===== config.mk =====
export PLATFORM = sky130hd
export DESIGN_NAME = sigq_irq_ctrl
export DESIGN_NICKNAME = d
export VERILOG_FILES = /design/src/rtl/sigq_pkg.sv /design/src/rtl/sigq_fifo.sv /design/src/rtl/sigq_timer.sv /design/src/rtl/sigq_irq.sv /design/src/rtl/sigq_irq_ctrl.sv
export SDC_FILE = /design/constraint.sdc
export NUM_CORES = 1
export LEC_CHECK = 0
export BUFFER_PORTS_ARGS = -buffer_cell sky130_fd_sc_hd__buf_4
export CAP_MARGIN = 20
export CORE_MARGIN = 5
export CORE_UTILIZATION = 53
export DETAILED_ROUTE_END_ITERATION = 8
export GPL_TIMING_DRIVEN = 0
export PLACE_DENSITY = 0.72
export SLEW_MARGIN = 15
export SYNTH_ARGS = -nofsm -noshare
export SYNTH_HDL_FRONTEND = slang
export SYNTH_SLANG_ARGS = --single-unit

===== constraint.sdc =====
create_clock -name clk -period 6 [get_ports clk]
set_input_delay 1.2 -clock clk [delete_from_list [all_inputs] [get_ports clk]]
set_output_delay 1.2 -clock clk [all_outputs]
set_load 0.005 [all_outputs]

===== src/rtl/sigq_pkg.sv =====
package sigq_pkg;

    localparam int IRQ_N = 3;

    // bit 2: overflow, bit 1: timer, bit 0: threshold
    typedef struct packed {
        logic ovf;
        logic tmr;
        logic thr;
    } irq_vec_t;

    function automatic irq_vec_t clear_select(
        input logic     cor,
        input logic     rd_stb,
        input logic     wr_stb,
        input irq_vec_t wr_bits
    );
        irq_vec_t c;
        if (cor)
            c = rd_stb ? '1 : '0;
        else
            c = wr_stb ? wr_bits : '0;
        return c;
    endfunction

endpackage


===== src/rtl/sigq_fifo.sv =====
module sigq_fifo #(
    parameter int DW    = 8,
    parameter int DEPTH = 16,
    localparam int AW   = (DEPTH > 1) ? $clog2(DEPTH) : 1,
    localparam int CW   = $clog2(DEPTH + 1)
) (
    input  logic          clk,
    input  logic          rst,
    input  logic          wr_en,
    input  logic [DW-1:0] wr_data,
    input  logic          rd_en,
    output logic [DW-1:0] rd_data,
    output logic [CW-1:0] count,
    output logic          empty,
    output logic          full,
    output logic          ovf_evt
);
    logic [DW-1:0] mem [DEPTH];
    logic [AW-1:0] wptr, rptr;
    logic          do_wr, do_rd;

    assign empty   = (count == '0);
    assign full    = (count == CW'(DEPTH));
    assign do_wr   = wr_en && !full;
    assign do_rd   = rd_en && !empty;
    assign ovf_evt = wr_en && full;
    assign rd_data = mem[rptr];

    function automatic logic [AW-1:0] bump(input logic [AW-1:0] p);
        return (p == AW'(DEPTH - 1)) ? '0 : p + 1'b1;
    endfunction

    always_ff @(posedge clk) begin
        if (do_wr)
            mem[wptr] <= wr_data;
    end

    always_ff @(posedge clk) begin
        if (rst) begin
            wptr  <= '0;
            rptr  <= '0;
            count <= '0;
        end else begin
            if (do_wr) wptr <= bump(wptr);
            if (do_rd) rptr <= bump(rptr);
            case ({do_wr, do_rd})
                2'b10:   count <= count + 1'b1;
                2'b01:   count <= count - 1'b1;
                default: count <= count;
            endcase
        end
    end

    AST_NO_OVERFLOW: assert property (@(posedge clk) disable iff (rst)
        count <= CW'(DEPTH));
    AST_FULL_DROP: assert property (@(posedge clk) disable iff (rst)
        (wr_en && full && !rd_en) |=> (count == $past(count)));
    AST_EMPTY_READ: assert property (@(posedge clk) disable iff (rst)
        (rd_en && empty && !wr_en) |=> empty);
endmodule


===== src/rtl/sigq_timer.sv =====
module sigq_timer #(
    parameter int TW = 16
) (
    input  logic          clk,
    input  logic          rst,
    input  logic [TW-1:0] reload,
    input  logic          empty,
    output logic          expire
);
    logic [TW-1:0] cnt;

    assign expire = !empty && (cnt == '0);

    always_ff @(posedge clk) begin
        if (rst)
            cnt <= '0;
        else if (empty || cnt == '0)
            cnt <= reload;
        else
            cnt <= cnt - 1'b1;
    end

    AST_TMR_RELOAD: assert property (@(posedge clk) disable iff (rst)
        empty |=> (cnt == $past(reload)));
endmodule


===== src/rtl/sigq_irq.sv =====
module sigq_irq
    import sigq_pkg::*;
(
    input  logic     clk,
    input  logic     rst,
    input  irq_vec_t set,
    input  logic     cor_en,
    input  logic     irq_rd,
    input  logic     clr_wr,
    input  irq_vec_t clr_bits,
    input  irq_vec_t mask,
    output irq_vec_t sticky,
    output logic     irq_out
);
    irq_vec_t clr;

    assign clr     = clear_select(cor_en, irq_rd, clr_wr, clr_bits);
    assign irq_out = |(sticky & ~mask);

    always_ff @(posedge clk) begin
        if (rst)
            sticky <= '0;
        else
            sticky <= (sticky & ~clr) | set;
    end

    for (genvar i = 0; i < IRQ_N; i++) begin : g_chk
        AST_STICKY_HOLD: assert property (@(posedge clk) disable iff (rst)
            (sticky[i] && !clr[i]) |=> sticky[i]);
        AST_SET_WINS: assert property (@(posedge clk) disable iff (rst)
            set[i] |=> sticky[i]);
    end

    AST_COR_CLEAR: assert property (@(posedge clk) disable iff (rst)
        (cor_en && irq_rd && set == '0) |=> (sticky == '0));
endmodule


===== src/rtl/sigq_irq_ctrl.sv =====
module sigq_irq_ctrl
    import sigq_pkg::*;
#(
    parameter int DW    = 8,
    parameter int DEPTH = 16,
    parameter int TW    = 16,
    localparam int CW   = $clog2(DEPTH + 1)
) (
    input  logic          clk,
    input  logic          rst,
    input  logic          wr_en,
    input  logic [DW-1:0] wr_data,
    input  logic          rd_en,
    output logic [DW-1:0] rd_data,
    output logic          empty,
    input  logic [CW-1:0] thresh,
    input  logic [TW-1:0] tmr_reload,
    input  logic [2:0]    irq_mask,
    input  logic          cor_en,
    input  logic          irq_rd,
    input  logic          clr_wr,
    input  logic [2:0]    clr_bits,
    output logic [2:0]    irq_sticky,
    output logic          thr_status,
    output logic          irq_out
);
    logic [CW-1:0] count;
    logic          full, ovf_evt, expire;
    irq_vec_t      set, sticky;

    sigq_fifo #(.DW(DW), .DEPTH(DEPTH)) u_fifo (
        .clk(clk), .rst(rst),
        .wr_en(wr_en), .wr_data(wr_data),
        .rd_en(rd_en), .rd_data(rd_data),
        .count(count), .empty(empty), .full(full), .ovf_evt(ovf_evt)
    );

    sigq_timer #(.TW(TW)) u_tmr (
        .clk(clk), .rst(rst),
        .reload(tmr_reload), .empty(empty), .expire(expire)
    );

    assign thr_status = (count > thresh);
    assign set        = '{ovf: ovf_evt, tmr: expire, thr: thr_status};

    sigq_irq u_irq (
        .clk(clk), .rst(rst),
        .set(set), .cor_en(cor_en), .irq_rd(irq_rd),
        .clr_wr(clr_wr), .clr_bits(irq_vec_t'(clr_bits)),
        .mask(irq_vec_t'(irq_mask)),
        .sticky(sticky), .irq_out(irq_out)
    );

    assign irq_sticky = sticky;

    AST_THR_LATCH: assert property (@(posedge clk) disable iff (rst)
        thr_status |=> irq_sticky[0]);
    AST_OVF_LATCH: assert property (@(posedge clk) disable iff (rst)
        (wr_en && full) |=> irq_sticky[2]);
endmodule


==> results of run 1 <==
==> flip-flops by register name, summed over array words and instances, names as in the netlist, named ones only <==
signal,count
u_fifo.count,5
u_fifo.mem,128
u_fifo.rptr,4
u_tmr.cnt,16
u_irq.sticky,3
u_fifo.wptr,4
==> layout make-up <==
type | count | area (um2)
clock inverter | 15 | 136
timing repair buffer | 54 | 405
buffer | 20 | 78.8
tap | 172 | 215
inverter | 19 | 71.3
multi-input combinational | 233 | 2140
sequential | 164 | 4560
clock buffer | 17 | 425
fill | 948 | 4580
==> through the flow <==
stage	std cells	setup slack [ns]	power, W	hold WS [ns]
2_1_floorplan	436	2.84	0.00216	0.464
3_3_place_gp	662	2.47	0.00245	0.484
3_5_place_dp	662	2.45	0.00250	0.480
4_1_cts	694	2.07	0.00351	0.495
5_1_grt	694	1.96	0.00367	0.516
6_report	694	2.11	0.00347	0.491
==> worst max-delay path by stage <==
| stage | end | cells after the start |
|---|---|---|
| global placement | u_fifo.count[4]$_SDFFE_PP0P_ | 13 |
| floorplan | u_fifo.count[4]$_SDFFE_PP0P_ | 12 |
| CTS | rd_data[0] | 5 |
| global route | rd_data[0] | 5 |
| detailed placement | u_fifo.count[4]$_SDFFE_PP0P_ | 13 |
| finish | rd_data[0] | 5 |
==> cell usage in the layout, fill, tap and decap left out, types with 5 or more instances in the layout <==
| cell | count |
|---|---|
| inv_1 | 19 |
| a21oi_1 | 20 |
| dfxtp_1 | 36 |
| clkinv_4 | 5 |
| nand3_1 | 6 |
| nand2b_1 | 6 |
| nor3_1 | 6 |
| clkinvlp_4 | 6 |
| clkbuf_1 | 12 |
| nor2_1 | 42 |
| edfxtp_1 | 128 |
| xor2_1 | 8 |
| clkbuf_16 | 17 |
| buf_4 | 54 |
| ha_1 | 14 |
| xnor2_1 | 9 |
| a211oi_1 | 12 |
| nand2_1 | 19 |
| buf_1 | 5 |
| mux4_2 | 40 |
==> worst min-delay path, stage by stage, from the launching register on <==
cell and delay [ns]:
dfxtp_1 0.31, o41ai_1 0.06, a311oi_1 0.08
==> routing by layer <==
layer / track usage / up-vias / wire length [um] / part of all wire
met1: 0.243 / 1987 / 5570 / 0.41
met4: 0.0657 / 0 / 155 / 0.011
met3: 0.0563 / 20 / 784 / 0.057
li1: - / 1844 / - / -
met2: 0.336 / 132 / 7190 / 0.52
met5: 0 / - / 0 / 0
==> report_power, final <==
part | leakage [nW] | internal (W) | switching (W) | total (W)
clock | 0.255 | 0.000571 | 0.000438 | 0.00101
combinational | 1.03 | 0.000487 | 0.000561 | 0.00105
sequential | 1.45 | 0.00133 | 0.0000901 | 0.00142
==> kinds of logic after synthesis <==
logic type | after synthesis
AO/OA/AOI/OAI | 58
XOR/XNOR | 17
adder cells (fa/ha/maj) | 14
buffers and inverters | 39
flip-flops | 164
multiplexers | 42
AND/OR/NAND/NOR | 102
==> flow_metrics.tcl, run 1 <==
set metrics [dict create \
    antenna_found_initial 0 \
    crit_top_cell "mux4_2" \
    tritoncts "built" \
    min_to "u_tmr.cnt[7]$_SDFF_PP0_" \
    grt_max_degree 17 \
    critPathCaptureType "output port" \
    path_class "flop to output port" \
    drtPass1Iterations 5 \
    numCtsBuffers 17 \
    power_leakage_nw 2.73 \
    numPortBuffers 54 \
    holdPathStages 2 \
    synth-xor-area-share 0.0218 \
    drc 0 \
    r2r_start "u_fifo.count[1]$_SDFFE_PP0P_" \
    syn_area_um2 6840 \
    cp.buffers_inverters 3 \
    required_ns 4.80 \
    area_growth_pct 17.6 \
    worstMarginPinSlew_ns 0.925 \
    wl_per_cell_um 19.7 \
    cts_buffer_depth 2 \
    period_minus_slack_ns 3.89 \
    yosysTopAreaCell "edfxtp_1" \
    dr_total_vias 3983 \
    layout.nets 565 \
    irDropWorstVdd_uv 260 \
    utilization 0.637 \
    p_per_area_nw_per_um2 432 \
    dp_hpwl_mm 9.35 \
    synth_edf_count 128 \
    synth_top_family_by_area "multiplexers" \
    ys_top_cells_by_area "edfxtp_1, mux4_2, dfxtp_1, ha_1, nor2_1" \
    setup_tns_ns 0 \
    slew_headroom 0.381 \
    max_freq_mhz 257 \
    placed_cell_area_um2 7480 \
    chipWidth_um 124 \
    maxSlewViolCount 0 \
    synth-seq-cells 164 \
    ys_top_cells_by_count "edfxtp_1, nor2_1, mux4_2, dfxtp_1, a21oi_1" \
    start_util 0.542 \
    path_delay_family "multiplexers" \
    cts-root-buf "clkbuf_16" \
    crit_arrival_ns 2.69 \
    worst_hold_path_type "flop to flop" \
    drt_iter0_markers 297 \
    grt_usage 0.197 \
    routed_wl_mm 13.7 \
    synth_most_common_cell "edfxtp_1" \
    synth_fp_nets 492 \
    coreArea_um2 12600 \
    cts_hold_buf 0 \
    synthSimpleGateAreaFrac 0.0729 \
    ys_async_sr_fraction 0 \
    num_rows 41 \
    via_per_inst 5.74 \
    synth_compound_area_frac 0.0553 \
    netlist_instances 436 \
    worstPathCellList "clkbuf_1, buf_2, mux4_2, mux4_2, buf_4" \
    finalHoldViolations 0 \
    setup_viol 0 \
    fin_crit_sh 0.649 \
    worstRegToRegCells 12 \
    maxCapViolCount 0 \
    cts_resized 0 \
    synthMuxAreaShare 0.135 \
    drive_above_1_share 0.261 \
    min_from "u_tmr.cnt[7]$_SDFF_PP0_" \
    synthAdderAreaFrac 0.0256 \
    synthFlopType "edfxtp_1" \
    die_y_um 124 \
    post_cts_buffers 0 \
    die_area_um2 15300 \
    syn_avg_cell_area_um2 15.7 \
    crit_path_start_kind "flop" \
    drtAntennaViolNets 0 \
    critPathMaxStageDelay_ns 0.58 \
    cts_num_sinks 164 \
    rsz0062_at_grt "false" \
    synth_cell_type_count 47 \
    grt_pass1_wl_mm 21.8 \
    yosysWarnings 0 \
    cts_max_level 4 \
    reg2reg_to "u_fifo.count[4]$_SDFFE_PP0P_" \
    clk_pin_slew_ns 0.06 \
    status "complete, no violations" \
    clk_latency_ns 0.43 \
    gp_congestion 0.873 \
    ios 56 \
    worst_path_max_delay_cell "mux4_2" \
    skew_ns 0.0103 \
    grt_pass1_vias 4056 \
    diodes 0 \
    seq_area_frac_synth 0.668 \
    path_max_fanout 10 \
    postLayoutCellArea_um2 8040 \
    ff2ff_setup_slack_ns 2.78 \
    overflow 0 \
    yosys.area.top_type_share 0.562 \
]
No activity file was read; power rests on OpenSTA's default activity.
==> run 2: changes to the inputs <==
--- a/config.mk
+++ b/config.mk
@@ -11,7 +11,7 @@
 export CORE_UTILIZATION = 53
 export DETAILED_ROUTE_END_ITERATION = 8
 export GPL_TIMING_DRIVEN = 0
-export PLACE_DENSITY = 0.72
+export PLACE_DENSITY = 0.75
 export SLEW_MARGIN = 15
 export SYNTH_ARGS = -nofsm -noshare
 export SYNTH_HDL_FRONTEND = slang
==> constraint.sdc (replaced) <==
create_clock -name clk -period 3.3 [get_ports clk]
set_input_delay 0.66 -clock clk [delete_from_list [all_inputs] [get_ports clk]]
set_output_delay 0.66 -clock clk [all_outputs]
set_load 0.005 [all_outputs]
==> run 2 against run 1 <==
Final area rose by 0.48%. Combinational power rose by 79%. Worst hold slack improved by 0.0020 ns. Largest power group unchanged. Critical endpoint is now rd_data[2]. Clock skew rose by 0.0020 ns.
==> flow_metrics.tcl, run 2 (synthesis results as in run 1) <==
set metrics [dict create \
    setup_tns_ns 0 \
    clk_latency_ns 0.42 \
    slew_headroom 0.387 \
    irDropWorstVdd_uv 476 \
    dp_hpwl_mm 9.29 \
    die_y_um 124 \
    maxSlewViolCount 0 \
    numPortBuffers 54 \
    overflow 0 \
    top_regs "u_fifo.mem: 128 flops, u_tmr.cnt: 16 flops, u_fifo.count: 5 flops" \
    layout_commonest_cell "edfxtp_1" \
    maxCapViolCount 0 \
    regMostFlops "u_fifo.mem" \
    grtUsageMet1 0.246 \
    drt_iter0_markers 317 \
    post_cts_buffers 0 \
    grt_pass1_vias 4105 \
    final.fill_count 919 \
    crit_path_start_kind "flop" \
    layout.nets 564 \
    finalHoldViolations 0 \
    layout_common_cells "edfxtp_1, buf_4, nor2_1" \
    numCtsBuffers 17 \
    gp_congestion 0.812 \
    grt_max_degree 17 \
    fin_total_pwr_w 0.00640 \
    multiInputGateArea_um2 2150 \
    status "complete, no violations" \
    grt_pass1_wl_mm 21.8 \
    wl_per_cell_um 19.8 \
    busiest_layer "met2" \
    fin_crit_sh 0.966 \
    largest_reg_flops 128 \
    max_freq_mhz 314 \
    worstMarginPinSlew_ns 0.915 \
    required_ns 2.64 \
    start_util 0.542 \
    period_minus_slack_ns 3.19 \
    cts_hold_buf 0 \
    via_per_inst 5.69 \
    skew_ns 0.0123 \
    diodes 0 \
    drtPass1Iterations 5 \
    cts_buffer_depth 2 \
    whs_ns 0.493 \
    power_leakage_nw 2.77 \
    chipWidth_um 124 \
    clk_pin_slew_ns 0.06 \
    antenna_found_initial 0 \
    regArea_um2 4560 \
    met3_usage 0.0499 \
    routed_wl_mm 13.7 \
    p_per_area_nw_per_um2 792 \
    path_max_fanout 10 \
    cts_num_sinks 164 \
    grt_usage 0.199 \
    rsz0062_at_grt "false" \
    drtAntennaViolNets 0 \
    final_cells 693 \
    cts-root-buf "clkbuf_16" \
    tritoncts "built" \
    setup_viol 0 \
    die_area_um2 15300 \
    area_growth_pct 18.2 \
    drc 0 \
    dr_total_vias 3944 \
    worst_hold_path_type "input pin to flop" \
    cts_max_level 4 \
    placedCellCount 662 \
    gr-usage-met2 0.334 \
    coreArea_um2 12600 \
    path_class "flop to output port" \
    critPathCaptureType "output port" \
    num_rows 41 \
    crit_arrival_ns 2.53 \
    drive_above_1_share 0.263 \
    ios 56 \
]
==> run 2: worst max-delay path: stages (launching register included) <==
cell and delay, ns:
dfxtp_1 0.46, clkbuf_1 0.52, mux4_2 0.44, mux4_2 0.52
buf_4 0.16
==> run 2: routing by layer <==
metal,wire (um),share of wire
met5,0,0
met4,319,0.023
met3,804,0.059
met2,7080,0.52
met1,5500,0.40
==> run 2: final cells by class <==
cell class | count | share of cell area
sequential | 164 | 0.565
multi-input combinational | 233 | 0.266
clock buffer | 25 | 0.0641
timing repair buffer | 54 | 0.0502
tap | 172 | 0.0266
buffer | 19 | 0.0105
inverter | 19 | 0.00883
clock inverter | 7 | 0.00837
==> run 2: what timing repair did <==
item,4_1_cts,5_1_grt
cloned,0,0
endpoints found under the setup margin,8,3
gates resized for setup,4,4
==> run 2: stage by stage <==
step / util / cell area, um2 / setup slack [ns]
after floorplan: - / 6840 / 0.649
after global placement: 0.591 / 7460 / 0.188
after detailed placement: 0.592 / 7480 / 0.0957
after CTS: 0.639 / 8070 / 0.0378
after global routing: 0.640 / 8080 / 0.00603
final: 0.640 / 8080 / 0.114
==> run 2: power breakdown <==
group | internal [W] | switching (W) | leakage, nW
logic | 0.000900 | 0.000978 | 1.03
clock network | 0.00116 | 0.000764 | 0.280
registers | 0.00241 | 0.000182 | 1.45
total | 0.00448 | 0.00192 | 2.77
==> run 2: worst paths after layout <==
| check | to | startpoint | slack, ns | cells past startpoint |
|---|---|---|---|---|
| worst max-delay path | rd_data[2] | flop | 0.11 | 4 |
| worst min-delay path | u_tmr.cnt[0]$_SDFF_PP0_ | tmr_reload[0] | 0.49 | 3 |
| worst max register to register | u_fifo.count[4]$_SDFFE_PP0P_ | u_fifo.count[1]$_SDFFE_PP0P_ | 0.32 | 12 |
| worst min register to register | u_tmr.cnt[7]$_SDFF_PP0_ | u_tmr.cnt[7]$_SDFF_PP0_ | 0.50 | 2 |
